==> config.mk <==
export PLATFORM = sky130hd
export DESIGN_NAME = rxr_ring_writer
export DESIGN_NICKNAME = d
export VERILOG_FILES = /design/src/rtl/rxr_pkg.sv /design/src/rtl/rxr_front.sv /design/src/rtl/rxr_fetch.sv /design/src/rtl/rxr_writer.sv /design/src/rtl/rxr_ring_writer.sv
export SDC_FILE = /design/constraint.sdc
export NUM_CORES = 1
export LEC_CHECK = 0
export ABC_AREA = 1
export BUFFER_PORTS_ARGS = -buffer_cell sky130_fd_sc_hd__buf_2
export CAP_MARGIN = 15
export CORE_UTILIZATION = 40
export CTS_CLUSTER_SIZE = 16
export DETAILED_ROUTE_END_ITERATION = 10
export SYNTH_ARGS = -nofsm -noshare
export SYNTH_HDL_FRONTEND = slang
export SYNTH_HIERARCHICAL = 1
export SYNTH_SLANG_ARGS = --single-unit
==> constraint.sdc <==
create_clock -name clk -period 6.5 [get_ports clk]
set_input_delay 0.65 -clock clk [delete_from_list [all_inputs] [get_ports clk]]
set_output_delay 0.65 -clock clk [all_outputs]
set_load 0.02 [all_outputs]
==> src/rtl/rxr_pkg.sv <==
package rxr_pkg;
  localparam int WORD_W   = 32;
  localparam int OWN_BIT  = 0;
  localparam int WRAP_BIT = 1;
  localparam int SOF_BIT  = 14;
  localparam int EOF_BIT  = 15;
  localparam int LEN_W    = 11;
endpackage

==> src/rtl/rxr_front.sv <==
module rxr_front #(
  parameter int FCS_BYTES = 4
) (
  input  logic       clk,
  input  logic       rst_n,
  input  logic       rx_en,
  input  logic       strip,
  input  logic       in_valid,
  input  logic [7:0] in_data,
  input  logic       in_sof,
  input  logic       in_eof,
  output logic       s_valid,
  output logic [7:0] s_data,
  output logic       s_last,
  output logic       s_start
);
  localparam int CNT_W = $clog2(FCS_BYTES + 1);
  localparam logic [CNT_W-1:0] CNT_FULL = CNT_W'(FCS_BYTES);
  localparam logic [CNT_W-1:0] CNT_ONE  = CNT_W'(1);

  logic                       active_q, active_d;
  logic [CNT_W-1:0]           cnt_q, cnt_d, cnt_eff;
  logic [FCS_BYTES-1:0][7:0]  dl_q, dl_d;
  logic                       acc;

  always_comb begin
    acc     = in_valid && rx_en && (in_sof || active_q);
    cnt_eff = in_sof ? '0 : cnt_q;
    s_start = acc && in_sof;
    s_last  = acc && in_eof;
    s_valid = strip ? (acc && (cnt_eff == CNT_FULL)) : acc;
    s_data  = strip ? dl_q[FCS_BYTES-1] : in_data;
  end

  always_comb begin
    active_d = active_q;
    cnt_d    = cnt_q;
    dl_d     = dl_q;
    if (!rx_en) begin
      active_d = 1'b0;
      cnt_d    = '0;
    end else if (acc) begin
      active_d = !in_eof;
      cnt_d    = (cnt_eff == CNT_FULL) ? CNT_FULL : cnt_eff + CNT_ONE;
      dl_d     = {dl_q[FCS_BYTES-2:0], in_data};
    end
  end

  always_ff @(posedge clk or negedge rst_n) begin
    if (!rst_n) begin
      active_q <= 1'b0;
      cnt_q    <= '0;
      dl_q     <= '0;
    end else begin
      active_q <= active_d;
      cnt_q    <= cnt_d;
      dl_q     <= dl_d;
    end
  end

  p_cnt_bound_r5: assert property (@(posedge clk) disable iff (!rst_n)
    cnt_q <= CNT_FULL);
  p_strip_hold_r5: assert property (@(posedge clk) disable iff (!rst_n)
    (strip && acc && in_sof) |-> !s_valid);
endmodule

==> src/rtl/rxr_fetch.sv <==
module rxr_fetch
  import rxr_pkg::*;
#(
  parameter int AW = 8
) (
  input  logic              clk,
  input  logic              rst_n,
  input  logic              rx_en,
  input  logic [AW-1:0]     ring_base,
  input  logic              take,
  output logic              desc_re,
  output logic [AW-1:0]     desc_raddr,
  input  logic [WORD_W-1:0] desc_rdata,
  output logic              pf_ready,
  output logic [WORD_W-3:0] pf_addr,
  output logic              pf_wrap,
  output logic [AW-1:0]     pf_idx
);
  localparam logic [AW-1:0] IDX_ONE = AW'(1);

  logic              valid_q, valid_d;
  logic              pend_q, pend_d;
  logic [WORD_W-1:0] word_q, word_d;
  logic [AW-1:0]     idx_q, idx_d;

  always_comb begin
    desc_re    = rx_en && !valid_q && !pend_q;
    desc_raddr = ring_base + idx_q;
    pf_ready   = valid_q && !word_q[OWN_BIT];
    pf_addr    = word_q[WORD_W-1:2];
    pf_wrap    = word_q[WRAP_BIT];
    pf_idx     = idx_q;
  end

  always_comb begin
    valid_d = valid_q;
    pend_d  = pend_q;
    word_d  = word_q;
    idx_d   = idx_q;
    if (!rx_en) begin
      valid_d = 1'b0;
      pend_d  = 1'b0;
      idx_d   = '0;
    end else begin
      pend_d = desc_re;
      if (pend_q) begin
        word_d  = desc_rdata;
        valid_d = 1'b1;
      end
      if (take) begin
        valid_d = 1'b0;
        idx_d   = word_q[WRAP_BIT] ? '0 : idx_q + IDX_ONE;
      end else if (valid_q && word_q[OWN_BIT]) begin
        valid_d = 1'b0;
      end
    end
  end

  always_ff @(posedge clk or negedge rst_n) begin
    if (!rst_n) begin
      valid_q <= 1'b0;
      pend_q  <= 1'b0;
      word_q  <= '0;
      idx_q   <= '0;
    end else begin
      valid_q <= valid_d;
      pend_q  <= pend_d;
      word_q  <= word_d;
      idx_q   <= idx_d;
    end
  end

  p_take_free_r6: assert property (@(posedge clk) disable iff (!rst_n)
    take |-> (valid_q && !word_q[OWN_BIT]));
  p_wrap_next_r4: assert property (@(posedge clk) disable iff (!rst_n)
    (rx_en && take && pf_wrap) |=> (idx_q == '0));
  p_disable_base_r8: assert property (@(posedge clk) disable iff (!rst_n)
    !rx_en |=> (!valid_q && idx_q == '0));
endmodule

==> src/rtl/rxr_writer.sv <==
module rxr_writer
  import rxr_pkg::*;
#(
  parameter int AW        = 8,
  parameter int BUF_BYTES = 128
) (
  input  logic              clk,
  input  logic              rst_n,
  input  logic              rx_en,
  input  logic [AW-1:0]     ring_base,
  input  logic              s_valid,
  input  logic [7:0]        s_data,
  input  logic              s_last,
  input  logic              s_start,
  input  logic              pf_ready,
  input  logic [WORD_W-3:0] pf_addr,
  input  logic              pf_wrap,
  input  logic [AW-1:0]     pf_idx,
  output logic              take,
  output logic              buf_we,
  output logic [WORD_W-1:0] buf_addr,
  output logic [7:0]        buf_wdata,
  output logic              desc_we,
  output logic [AW-1:0]     desc_waddr,
  output logic [2*WORD_W-1:0] desc_wdata,
  output logic              rx_done,
  output logic              rx_bna
);
  localparam int FILL_W = $clog2(BUF_BYTES + 1);
  localparam logic [FILL_W-1:0] FILL_FULL = FILL_W'(BUF_BYTES);
  localparam logic [FILL_W-1:0] FILL_ONE  = FILL_W'(1);
  localparam logic [LEN_W-1:0]  LEN_ONE   = LEN_W'(1);

  logic [FILL_W-1:0] fill_q, fill_d, off, fill_nx;
  logic [LEN_W-1:0]  len_q, len_d, len_nx;
  logic [WORD_W-3:0] cur_addr_q, cur_addr_d, base_sel;
  logic [AW-1:0]     cur_idx_q, cur_idx_d, idx_sel;
  logic              cur_wrap_q, cur_wrap_d, wrap_sel;
  logic              cur_sof_q, cur_sof_d, sof_sel;
  logic              fresh_q, fresh_d, drop_q, drop_d;
  logic              is_first, drop_eff, need_buf, lose, store, close;
  logic [WORD_W-1:0] status;

  logic              buf_we_d, desc_we_d, done_d, bna_d;
  logic [WORD_W-1:0] buf_addr_d;
  logic [AW-1:0]     desc_waddr_d;
  logic [2*WORD_W-1:0] desc_wdata_d;

  always_comb begin
    is_first = fresh_q || s_start;
    drop_eff = drop_q && !s_start;
    need_buf = is_first || (fill_q == FILL_FULL);
    take     = s_valid && !drop_eff && need_buf && pf_ready;
    lose     = s_valid && !drop_eff && need_buf && !pf_ready;
    store    = s_valid && !drop_eff && !lose;
    base_sel = take ? pf_addr : cur_addr_q;
    idx_sel  = take ? pf_idx  : cur_idx_q;
    wrap_sel = take ? pf_wrap : cur_wrap_q;
    sof_sel  = take ? is_first : cur_sof_q;
    off      = need_buf ? '0 : fill_q;
    fill_nx  = off + FILL_ONE;
    len_nx   = is_first ? LEN_ONE : len_q + LEN_ONE;
    close    = store && ((fill_nx == FILL_FULL) || s_last);
    status   = '0;
    status[SOF_BIT] = sof_sel;
    if (s_last) begin
      status[EOF_BIT]     = 1'b1;
      status[LEN_W-1:0]   = len_nx;
    end
  end

  always_comb begin
    fill_d     = store ? fill_nx : fill_q;
    len_d      = store ? len_nx  : len_q;
    cur_addr_d = take ? pf_addr : cur_addr_q;
    cur_idx_d  = take ? pf_idx  : cur_idx_q;
    cur_wrap_d = take ? pf_wrap : cur_wrap_q;
    cur_sof_d  = take ? is_first : cur_sof_q;
    fresh_d    = fresh_q || s_start;
    if (s_valid && !drop_eff) fresh_d = 1'b0;
    drop_d     = s_start ? 1'b0 : drop_q;
    if (lose) drop_d = 1'b1;
    if (!rx_en) begin
      fresh_d = 1'b0;
      drop_d  = 1'b0;
    end
    buf_we_d     = store;
    buf_addr_d   = {base_sel, 2'b00} + WORD_W'(off);
    desc_we_d    = close;
    desc_waddr_d = ring_base + idx_sel;
    desc_wdata_d = {status, base_sel, wrap_sel, 1'b1};
    done_d       = close && s_last;
    bna_d        = lose;
  end

  always_ff @(posedge clk or negedge rst_n) begin
    if (!rst_n) begin
      fill_q     <= '0;
      len_q      <= '0;
      cur_addr_q <= '0;
      cur_idx_q  <= '0;
      cur_wrap_q <= 1'b0;
      cur_sof_q  <= 1'b0;
      fresh_q    <= 1'b0;
      drop_q     <= 1'b0;
      buf_we     <= 1'b0;
      buf_addr   <= '0;
      buf_wdata  <= '0;
      desc_we    <= 1'b0;
      desc_waddr <= '0;
      desc_wdata <= '0;
      rx_done    <= 1'b0;
      rx_bna     <= 1'b0;
    end else begin
      fill_q     <= fill_d;
      len_q      <= len_d;
      cur_addr_q <= cur_addr_d;
      cur_idx_q  <= cur_idx_d;
      cur_wrap_q <= cur_wrap_d;
      cur_sof_q  <= cur_sof_d;
      fresh_q    <= fresh_d;
      drop_q     <= drop_d;
      buf_we     <= buf_we_d;
      desc_we    <= desc_we_d;
      rx_done    <= done_d;
      rx_bna     <= bna_d;
      if (buf_we_d) begin
        buf_addr  <= buf_addr_d;
        buf_wdata <= s_data;
      end
      if (desc_we_d) begin
        desc_waddr <= desc_waddr_d;
        desc_wdata <= desc_wdata_d;
      end
    end
  end

  p_fill_bound_r2: assert property (@(posedge clk) disable iff (!rst_n)
    fill_q <= FILL_FULL);
  p_own_set_r1: assert property (@(posedge clk) disable iff (!rst_n)
    desc_we |-> desc_wdata[OWN_BIT]);
  p_len_last_r3: assert property (@(posedge clk) disable iff (!rst_n)
    (desc_we && !desc_wdata[WORD_W+EOF_BIT]) |-> (desc_wdata[WORD_W+LEN_W-1:WORD_W] == '0));
  p_drop_quiet_r6: assert property (@(posedge clk) disable iff (!rst_n)
    (drop_q && s_valid && !s_start) |=> !buf_we);
  p_done_close_r7: assert property (@(posedge clk) disable iff (!rst_n)
    rx_done |-> (desc_we && desc_wdata[WORD_W+EOF_BIT]));
endmodule

==> src/rtl/rxr_ring_writer.sv <==
module rxr_ring_writer
  import rxr_pkg::*;
#(
  parameter int AW        = 8,
  parameter int BUF_BYTES = 128,
  parameter int FCS_BYTES = 4
) (
  input  logic              clk,
  input  logic              rst_n,
  input  logic              rx_en,
  input  logic              strip_fcs,
  input  logic [AW-1:0]     ring_base,
  input  logic              in_valid,
  input  logic [7:0]        in_data,
  input  logic              in_sof,
  input  logic              in_eof,
  output logic              desc_re,
  output logic [AW-1:0]     desc_raddr,
  input  logic [31:0]       desc_rdata,
  output logic              desc_we,
  output logic [AW-1:0]     desc_waddr,
  output logic [63:0]       desc_wdata,
  output logic              buf_we,
  output logic [31:0]       buf_addr,
  output logic [7:0]        buf_wdata,
  output logic              rx_done,
  output logic              rx_bna
);
  logic              s_valid, s_last, s_start, take, pf_ready, pf_wrap;
  logic [7:0]        s_data;
  logic [WORD_W-3:0] pf_addr;
  logic [AW-1:0]     pf_idx;

  rxr_front #(.FCS_BYTES(FCS_BYTES)) u_front (
    .clk(clk), .rst_n(rst_n), .rx_en(rx_en), .strip(strip_fcs),
    .in_valid(in_valid), .in_data(in_data), .in_sof(in_sof), .in_eof(in_eof),
    .s_valid(s_valid), .s_data(s_data), .s_last(s_last), .s_start(s_start)
  );

  rxr_fetch #(.AW(AW)) u_fetch (
    .clk(clk), .rst_n(rst_n), .rx_en(rx_en), .ring_base(ring_base), .take(take),
    .desc_re(desc_re), .desc_raddr(desc_raddr), .desc_rdata(desc_rdata),
    .pf_ready(pf_ready), .pf_addr(pf_addr), .pf_wrap(pf_wrap), .pf_idx(pf_idx)
  );

  rxr_writer #(.AW(AW), .BUF_BYTES(BUF_BYTES)) u_writer (
    .clk(clk), .rst_n(rst_n), .rx_en(rx_en), .ring_base(ring_base),
    .s_valid(s_valid), .s_data(s_data), .s_last(s_last), .s_start(s_start),
    .pf_ready(pf_ready), .pf_addr(pf_addr), .pf_wrap(pf_wrap), .pf_idx(pf_idx),
    .take(take), .buf_we(buf_we), .buf_addr(buf_addr), .buf_wdata(buf_wdata),
    .desc_we(desc_we), .desc_waddr(desc_waddr), .desc_wdata(desc_wdata),
    .rx_done(rx_done), .rx_bna(rx_bna)
  );
endmodule

### After elaboration in Yosys (flattened, before gate mapping)

Cells that the tools add are included.

| operators by class | value |
|---|---|
| $add $sub $neg | 7 |
| equality and inequality tests | 7 |
| muxes and demuxes | 29 |
| reduce and logical (&&, ||, !) cells | 31 |

Operator list:

| operator | count |
|---|---|
| 2-to-1 mux 8 bit | 6 |
| adder 32 x 8 -> 32 bit | 1 |
| 2-to-1 mux 30 bit | 1 |
| 2-to-1 mux 11 bit | 2 |
| logical AND 1 bit | 17 |
| adder 8 x 1 -> 8 bit (second input constant) | 2 |
| adder 8 bit | 2 |
| == test 8 bit (second input constant) | 2 |
| 2-to-1 mux 1 bit | 16 |
| 2-to-1 mux 3 bit | 4 |
| adder 11 x 1 -> 11 bit (second input constant) | 1 |
| logical NOT 1 bit | 8 |
| logical OR 1 bit | 4 |
| != test 2 x 1 -> 1 bit (second input constant) | 2 |
| != test 4 x 1 -> 1 bit (second input constant) | 1 |
| AND reduction 2 bit | 2 |
| adder 3 x 1 -> 3 bit (second input constant) | 1 |
| == test 3 bit (second input constant) | 1 |
| != test 3 x 1 -> 1 bit (second input constant) | 1 |

| storage, ports and cells | value |
|---|---|
| flip-flop bits (word level) | 236 |
| output and inout bits | 125 |
| logic and storage cells | 100 |

### Logic depth before layout (Yosys ltp)

Gate-level depths: netlist of the first run.

| depth | value |
|---|---|
| depth in word-level cells | 13 |
| gate-level depth with buffers | 30 |
| mapped depth without buffers | 28 |

### By module

The synthesis of the first run kept the hierarchy.

Modules (own cells, without submodules):

| module | times used | cells each | area each (sq um) | sequential area each (sq um) |
|---|---|---|---|---|
| rxr_writer | 1 | 1122 | 8418.1 | 3953.8 |
| rxr_fetch | 1 | 237 | 2413.6 | 1051.0 |
| rxr_front | 1 | 181 | 1644.1 | 900.9 |

### Least setup slack after synthesis of the first run

OpenSTA, ideal clock, no wires.

| timing | value |
|---|---|
| kind | input -> register |
| from | input in_sof |
| to | register u_writer.buf_addr[31] |
| setup time | 0.117 ns |
| data arrival time | 3.714 ns |
| required time | 6.383 ns |
| setup slack | 2.668 ns |
| stages | 29 |
| cells stage by stage | inv_1 nand2_1 ha_1 nand3_1 nand2_1 nand2_1 inv_1 a21boi_2 nand3_4 buf_6 inv_1 clkbuf_1 nand2_1 nand2_1 ha_1 a21o_1 nand2_1 nand3_1 nand2_1 nand2_1 inv_1 nor2_2 nand2_1 nor2_2 nand3_1 nand2_1 nand2_1 nand2_1 nand2_1 |

RTL lines:

| element | line | source |
|---|---|---|
| start: declaration | rxr_ring_writer.sv:15 | `input logic in_sof,` |
| 2-to-1 mux 3 bit / logical OR 1 bit (equally long branches) | rxr_front.sv:28, rxr_front.sv:27 |  |
| == test 3 bit / logical AND 1 bit (equally long branches) | rxr_front.sv:31, rxr_front.sv:27 |  |
| logical AND 1 bit | rxr_front.sv:31 | `s_valid = strip ? (acc && (cnt_eff == CNT_FULL)) : acc;` |
| 2-to-1 mux 1 bit (*) | rxr_front.sv:31 |  |
| named net s_valid | rxr_ring_writer.sv:29 | `logic s_valid, s_last, s_start, take, pf_ready, pf_wrap;` |
| logical AND 1 bit (*) (3 in a row) | rxr_writer.sv:53 | `take = s_valid && !drop_eff && need_buf && pf_ready;` |
| named net take | rxr_ring_writer.sv:29 |  |
| 2-to-1 mux 30 bit (*) | -- |  |
| named net u_writer.base_sel[2] | rxr_writer.sv:36 | `logic [WORD_W-3:0] cur_addr_q, cur_addr_d, base_sel;` |
| adder 32 x 8 -> 32 bit (*) | rxr_writer.sv:88 | `buf_addr_d = {base_sel, 2'b00} + WORD_W'(off);` |
| end signal: assignment | rxr_writer.sv:128 | `buf_addr <= buf_addr_d;` |
| end: declaration | rxr_writer.sv:21 | `output logic [WORD_W-1:0] buf_addr,` |

The timed path passes the listed nets; every way through them passes the cells marked *.
A chain may end at the register's enable or synchronous reset.

### Worst setup path in the final report of the first run

| timing | value |
|---|---|
| from | input rx_en |
| to | register u_writer.buf_addr[20] |

RTL lines:

| element | line | source |
|---|---|---|
| start: declaration | rxr_ring_writer.sv:10 | `input logic rx_en,` |
| logical AND 1 bit (*) (2 in a row) | rxr_front.sv:27 | `acc = in_valid && rx_en && (in_sof \|\| active_q);` |
| logical AND 1 bit | rxr_front.sv:31 |  |
| 2-to-1 mux 1 bit (*) | rxr_front.sv:31 |  |
| named net s_valid | rxr_ring_writer.sv:29 |  |
| logical AND 1 bit (*) (3 in a row) | rxr_writer.sv:53 |  |
| named net take | rxr_ring_writer.sv:29 |  |
| 2-to-1 mux 30 bit (*) | -- |  |
| named net u_writer.base_sel[0] | rxr_writer.sv:36 |  |
| adder 32 x 8 -> 32 bit (*) | rxr_writer.sv:88 |  |

Marked as above.

==> metrics.md, run 1 <==
| Metric | Value |
|---|---|
| Outcome | `completed` |
| Flop2flop setup slack | `around 2.3 ns` |
| Clk buf depth | `3` |
| 1st-pass router iterations | `5` |
| CTS root buffer | `clkbuf_16` |
| Max_cap viols | `0` |
| Total Power | `a little over 4 mW` |
| Post-synthesis xor/xnor area fraction | `0.0132` |
| P_int | `2.86 mW` |
| Min-Delay Path Class | `in2async` |
| First-pass GRT wire length | `49500 µm` |
| Crit share post-route | `0.663` |
| Setup_tns | `0 ns` |
| Horiz. Die Dim | `about 180 µm` |
| Clk slew on worst S/H paths | `0.05 ns` |
| Filler instances | `3101` |
| Synthesized area | `about 12000 µm²` |
| DRC Markers | `0` |
| Adder-cell share of the synthesized area | `0.0309` |
| Crit path time final | `about 4.3 ns` |
| Final worst setup slack | `~2.2 ns` |
| Critical path peak fanout | `36` |
| CTS Buf Count | `27` |
| Commonest non-fill, non-tap cell in the layout | `nand2_1` |
| Synth async-reset ratio | `1.00` |
| I/O Buffers | `160` |
| Die area | `31900 µm²` |
| FP Rows | `64` |
| Final Non-Filler Cells | `2054` |
| Gate power share | `0.194` |
| Fmax | `around 230 MHz` |
| Leakage | `between 7 and 8 nW` |
| Final wirelength | `around 31000 µm` |
| # diodes | `0` |
| Initial antenna violation count | `0` |
| Largest net degree at the start of global routing | `roughly 130` |
| Clock group share of total power | `0.353` |
| Yosys warns | `6` |
| Reg2reg end | `u_writer/buf_addr[20]` |
| Start of the worst register-to-register path | `u_front/active_q` |
| Net Sw Power | `roughly 1.3 mW` |
| Iter 0 DRT Violations | `between 800 and 900` |
| Ys flop type | `dfrtp_1` |
| Worst clock skew | `0.0163 ns` |
| DP Cell Count | `2013` |
| Switching fraction of total power | `0.304` |
| Power Density | `about 300 nW/µm²` |
| Worst setup SP type | `input port` |
| Critical path arrival | `about 4.8 ns` |
| Grt total ovfl | `0` |
| Required @ worst endpoint | `around 7.0 ns` |
| Total GRT Usage | `0.198` |
| Slew Viols, Final | `0` |
| Slew HR | `0.323` |
| DP HPWL | `around 22000 µm` |
| Chip height | `179 µm` |
| Setup bufs post-CTS | `0` |
| Post-synthesis sequential area ratio | `0.473` |
| Largest family of logic cells by synthesized area | `simple AND/OR/NAND/NOR gates` |
| CTS tree | `yes` |
| Compound-Gate Fraction of Synth Area | `0.0431` |
| Initial Utilization | `0.407` |
| H-tree depth | `1` |
| Worst Max-Slew Pin Slew | `1.01 ns` |
| Vias | `9924` |
| Clock Latency Late Sink | `between 0.5 and 0.6 ns` |
| Number of synthesized flops with an enable pin | `0` |
| Core area | `between 30000 and 40000 µm²` |
| Gpl congestion | `approximately 0.89` |
| Mean Syn Cell Area | `about 8.1 µm²` |
| Share of cells above drive strength 1 | `0.175` |
| FF+latch count, synth | `about 240` |
| Worst-case reg-to-reg path depth | `23` |
| Final Hold Vio Count | `0` |
| Clk sinks | `approximately 240` |
| Final setup viols | `0` |
| Post-Syn Instances | `1540` |
| Vias in the first global route | `between 9000 and 10000` |
| Crit end category | `register` |
| Multiplexer area fraction after synthesis | `0.0427` |
| P&R area growth vs syn | `12.6%` |
| Synth Area in Simple Gates | `0.293` |
| Antenna viol nets, final | `0` |
| Commonest cells after routing, fill and taps aside | `nand2_1 (580), dfrtp_1 (236), buf_2 (159)` |
| Critical path type | `in2reg` |
| Gates resized, CTS repair | `0` |
| Io pins | `180` |
| Sequential share of power | `0.453` |
| Mean routed wirelength per cell | `between 15 and 20 µm` |
| Drt via density | `4.83` |
| NumNets Final | `between 1500 and 2000` |
| RSZ-0062 raised after global routing | `false` |
| Setup WS pre-CTS | `between 1.5 and 2 ns` |
| Distinct cell type count after synthesis | `42` |
| Hold Buf Count CTS | `0` |
| Peak VDD IR | `~240 µV` |
[state kept, by name, summed over array words and instances, names as in the netlist, 11 cells and up]
name,cells
u_writer/desc_wdata,45
u_fetch/word_q,32
u_front/dl_q,32
u_writer/buf_addr,32
u_writer/cur_addr_q,30
u_writer/len_q,11
[metal layers]
metal / GRT usage / routed length, µm / share of wire
met5: 0 / 0 / 0
met3: 0.0245 / 1620 / 0.052
met1: 0.308 / 16000 / 0.51
met4: 0.0448 / 445 / 0.014
met2: 0.290 / 13400 / 0.43
[cells in the mapped netlist (all sizes together), types with 5 or more instances]
| library cell | count | area share |
|---|---|---|
| xor2 | 13 | 0.0091 |
| ha | 26 | 0.026 |
| clkbuf | 21 | 0.0063 |
| dfrtp | 236 | 0.47 |
| nand2 | 587 | 0.18 |
| a21oi | 23 | 0.0092 |
| buf | 88 | 0.052 |
| nor2 | 106 | 0.036 |
| nor3 | 8 | 0.0036 |
| xnor2 | 5 | 0.0041 |
| o21ai | 57 | 0.026 |
| mux2 | 38 | 0.043 |
| inv | 148 | 0.045 |
| nand3 | 109 | 0.047 |
| a31oi | 9 | 0.0045 |
| nand4 | 51 | 0.026 |
[worst max-delay path: stages]
cell and delay (ns):
buf_2 0.25, nand2_2 0.13, nor2_4 0.62, nand2_1 0.11
inv_1 0.08, a21boi_4 0.20, nand3_4 0.08, inv_1 0.46
nand2_1 0.11, nand2_1 0.15, ha_1 0.23, fa_1 0.23
nand3_1 0.08, nand2_1 0.09, nand2_1 0.07, nand2_1 0.06
nand2_1 0.06, nand2_1 0.16, nand3_2 0.17, nor2_4 0.22
nand2_1 0.09, o21ai_0 0.16, nand3_1 0.17, nand2_1 0.11
[how the worst max path moves through the flow]
| stage | cells past startpoint | startpoint | end |
|---|---|---|---|
| 2_1_floorplan | 29 | in_sof | u_writer/buf_addr[31] |
| 3_3_place_gp | 24 | rx_en | u_writer/buf_addr[20] |
| 3_5_place_dp | 24 | rx_en | u_writer/buf_addr[20] |
| 4_1_cts | 24 | rx_en | u_writer/buf_addr[20] |
| 5_1_grt | 24 | rx_en | u_writer/buf_addr[20] |
| 6_report | 24 | rx_en | u_writer/buf_addr[20] |
[power groups by stage]
| stage | Clock, mW | Combinational, mW | Sequential, mW |
|---|---|---|---|
| 6_report | 1.45 | 0.799 | 1.86 |
| 5_1_grt | 1.56 | 0.898 | 1.89 |
| 4_1_cts | 1.49 | 0.808 | 1.86 |
| 3_5_place_dp | 0 | 0.806 | 1.89 |
| 3_3_place_gp | 0 | 0.795 | 1.88 |
| 2_1_floorplan | 0 | 0.577 | 1.91 |
[kinds of logic after synthesis]
| group | after synthesis |
|---|---|
| flops | 236 |
| other cells | 1 |
| buf+inv | 258 |
| compound gates | 95 |
| xor+xnor | 18 |
| mux | 38 |
| fa+ha+maj | 29 |
| simple gates | 865 |
[final cells by class]
cell class	count	area, µm²	area share
clock inverter	5	92.6	0.00659
clock buffer	36	739	0.0526
tap	396	495	0.0353
multi-input combinational	1064	5380	0.383
inverter	149	559	0.0398
timing repair buffer	168	883	0.0629
sequential	236	5910	0.420
[metrics by stage]
stage | area, µm² | util | hold WS (ns)
3_5_place_dp | 13200 | 0.431 | 0.452
5_1_grt | 14100 | 0.458 | 0.215
2_1_floorplan | 12500 | - | 0.354
3_3_place_gp | 13200 | 0.431 | 0.448
4_1_cts | 14100 | 0.458 | 0.203
6_report | 14100 | 0.458 | 0.150
Note: power is estimated with default switching activity, not from simulation.
==> inputs of run 2 (changes only) <==
==> constraint.sdc (replaced) <==
create_clock -name clk -period 4.4 [get_ports clk]
set_input_delay 0.44 -clock clk [delete_from_list [all_inputs] [get_ports clk]]
set_output_delay 0.44 -clock clk [all_outputs]
set_load 0.02 [all_outputs]
==> run 2 against run 1 <==
  * The flow now finishes with violations (negative hold slack)
  * Clock skew is 0.0046 ns lower
  * Sequential power grew 48%
  * Final cell count up 0.68%
  * Count of clock-buffer cells in the layout did not move
  * Non-clock buffer count rose by 6
  * First-iteration DRC count decreased by 1.4%
  * Hold slack lost 0.17 ns
  * Combinational power rose by 50%
  * Power up 51%
  * Global-route usage rose by 0.66 points
  * Critical path type is now reg2reg
  * Largest power group unchanged
  * Highest routed layer unchanged
==> metrics.md, run 2 (synthesized netlist as in run 1, its figures left out) <==
| Metric | Value |
|---|---|
| Vias in the first global route | `between 9000 and 10000` |
| Crit path time final | `roughly 3.7 ns` |
| Final Hold Slack | `-0.0196 ns` |
| FP Rows | `64` |
| Crit share post-route | `0.848` |
| Sequential share of power | `0.443` |
| Total Power | `6.22 mW` |
| Horiz. Die Dim | `between 150 and 200 µm` |
| Net Sw Power | `between 1.5 and 2 mW` |
| Most flops, register | `u_writer/desc_wdata` |
| Worst setup SP type | `register` |
| DRC Markers | `0` |
| Final wirelength | `32500 µm` |
| Final design utilization | `0.462` |
| Min-Delay Path Class | `in2async` |
| Peak VDD IR | `around 330 µV` |
| RSZ-0062 raised after global routing | `false` |
| Leakage | `7.81 nW` |
| CTS root buffer | `clkbuf_16` |
| Slew HR | `0.318` |
| Antenna viol nets, final | `0` |
| Setup bufs post-CTS | `0` |
| Number of flip-flops in the largest register | `45` |
| Worst clock skew | `between 0.01 and 0.015 ns` |
| Chip height | `around 180 µm` |
| CTS tree | `yes` |
| Failing checks | `negative hold slack` |
| Io pins | `180` |
| H-tree depth | `1` |
| P_int | `between 4 and 5 mW` |
| Initial Utilization | `0.407` |
| Grt total ovfl | `0` |
| Core area | `between 30000 and 40000 µm²` |
| Critical path peak fanout | `21` |
| Setup_tns | `0 ns` |
| DP HPWL | `about 23000 µm` |
| Max_cap viols | `0` |
| Final Hold Vio Count | `9` |
| Clk slew on worst S/H paths | `0.06 ns` |
| # diodes | `0` |
| 1st-pass router iterations | `5` |
| Commonest cells after routing, fill and taps aside | `nand2_1 (580), dfrtp_1 (236), buf_2 (159)` |
| Total GRT Usage | `0.205` |
| Fmax | `about 270 MHz` |
| Hold Buf Count CTS | `0` |
| First-pass GRT wire length | `about 51000 µm` |
| Share of cells above drive strength 1 | `0.184` |
| Power Density | `between 400 and 500 nW/µm²` |
| Critical path type | `reg2reg` |
| Gates resized, CTS repair | `0` |
| Clock Latency Late Sink | `roughly 0.54 ns` |
| Commonest non-fill, non-tap cell in the layout | `nand2_1` |
| NumNets Final | `between 1500 and 2000` |
| Clock group share of total power | `0.364` |
| Die area | `31900 µm²` |
| Gpl congestion | `0.914` |
| Final setup viols | `0` |
| Iter 0 DRT Violations | `a little under 800` |
| Initial antenna violation count | `0` |
| I/O Buffers | `between 150 and 200` |
| Crit end category | `register` |
| CTS Buf Count | `27` |
| Switching fraction of total power | `0.309` |
| Clk sinks | `236` |
| Vias | `10100` |
| Gate power share | `0.193` |
| Outcome | `finished, violations left` |
| P&R area growth vs syn | `13.6%` |
| Required @ worst endpoint | `roughly 4.9 ns` |
| Critical path arrival | `4.21 ns` |
| Slew Viols, Final | `0` |
| Largest net degree at the start of global routing | `approximately 120` |
| Clk buf depth | `3` |
| Drt via density | `~4.9` |
| Worst Max-Slew Pin Slew | `between 1 and 1.5 ns` |
| Mean routed wirelength per cell | `around 16 µm` |
==> run 2: cell count changes in the layout (fill, tap and decap cells not counted), moves of 2 or more <==
cell,before,now
buf_4,7,12
clkinv_2,1,6
clkbuf_1,6,3
clkbuf_8,3,6
clkinvlp_4,1,3
inv_6,0,2
==> run 2: critical path: stages (launching register included) <==
cell,delay [ns]
dfrtp_1,0.38
nand2_1,0.13
ha_1,0.18
nand3_1,0.11
nand2_1,0.08
nand2_1,0.05
inv_1,0.05
a21boi_4,0.21
nand3_4,0.23
inv_1,0.26
nand2_1,0.09
nand2_1,0.11
ha_1,0.22
fa_1,0.23
nand3_1,0.09
nand2_1,0.09
nand2_1,0.06
nand2_1,0.06
nand2_1,0.06
nand2_1,0.13
nand3_2,0.17
inv_2,0.12
nand2_1,0.08
nor2_2,0.15
xor2_1,0.16
nand2_1,0.08
nand2_1,0.08
==> run 2: worst paths after layout <==
| path | start | end | slack [ns] | cells past startpoint |
|---|---|---|---|---|
| setup / recovery | u_front/cnt_q[0] | u_writer/buf_addr[18] | 0.67 | 26 |
| hold / removal | rst_n | u_fetch/pf_idx[1] | -0.02 | 1 |
| setup reg to reg | u_front/cnt_q[0] | u_writer/buf_addr[18] | 0.67 | 26 |
| hold reg to reg | u_front/dl_q[30] | u_front/dl_q[30] | 0.47 | 2 |
| max in group asynchronous | rst_n | u_fetch/word_q[30] | 3.36 | 2 |
| min in group clk | in_data[3] | u_front/dl_q[3] | 0.12 | 3 |
==> run 2: layout make-up <==
cell class                      instances  area (µm²)
Inverter                              149         559
Tap cell                              396         495
Timing Repair Buffer                  174         941
Multi-Input combinational cell       1064        5380
Fill cell                            3070       16500
Clock inverter                         13         130
Sequential cell                       236        5910
Clock buffer                           36         769
==> run 2: power groups by stage <==
stage	Sequential, mW	Clock, mW	Combinational [mW]
after floorplan	2.82	0	0.853
after global placement	2.78	0	1.18
after detailed placement	2.79	0	1.21
after CTS	2.75	2.32	1.21
after global routing	2.79	2.41	1.35
final	2.75	2.26	1.20
==> run 2: metal layers <==
layer	track usage	part of all wire
met2	0.304	0.43
met3	0.0283	0.049
met1	0.314	0.50
met4	0.0417	0.016
met5	0	0
==> run 2: per-stage QoR <==
step	instances	hold slack [ns]	area (µm²)	worst slack, ns
2_1_floorplan	1558	0.144	12500	0.778
3_3_place_gp	2019	0.446	13300	0.530
3_5_place_dp	2019	0.453	13300	0.433
4_1_cts	2068	0.0281	14200	0.665
5_1_grt	2068	0.0524	14200	0.281
6_report	2068	-0.0196	14200	0.670
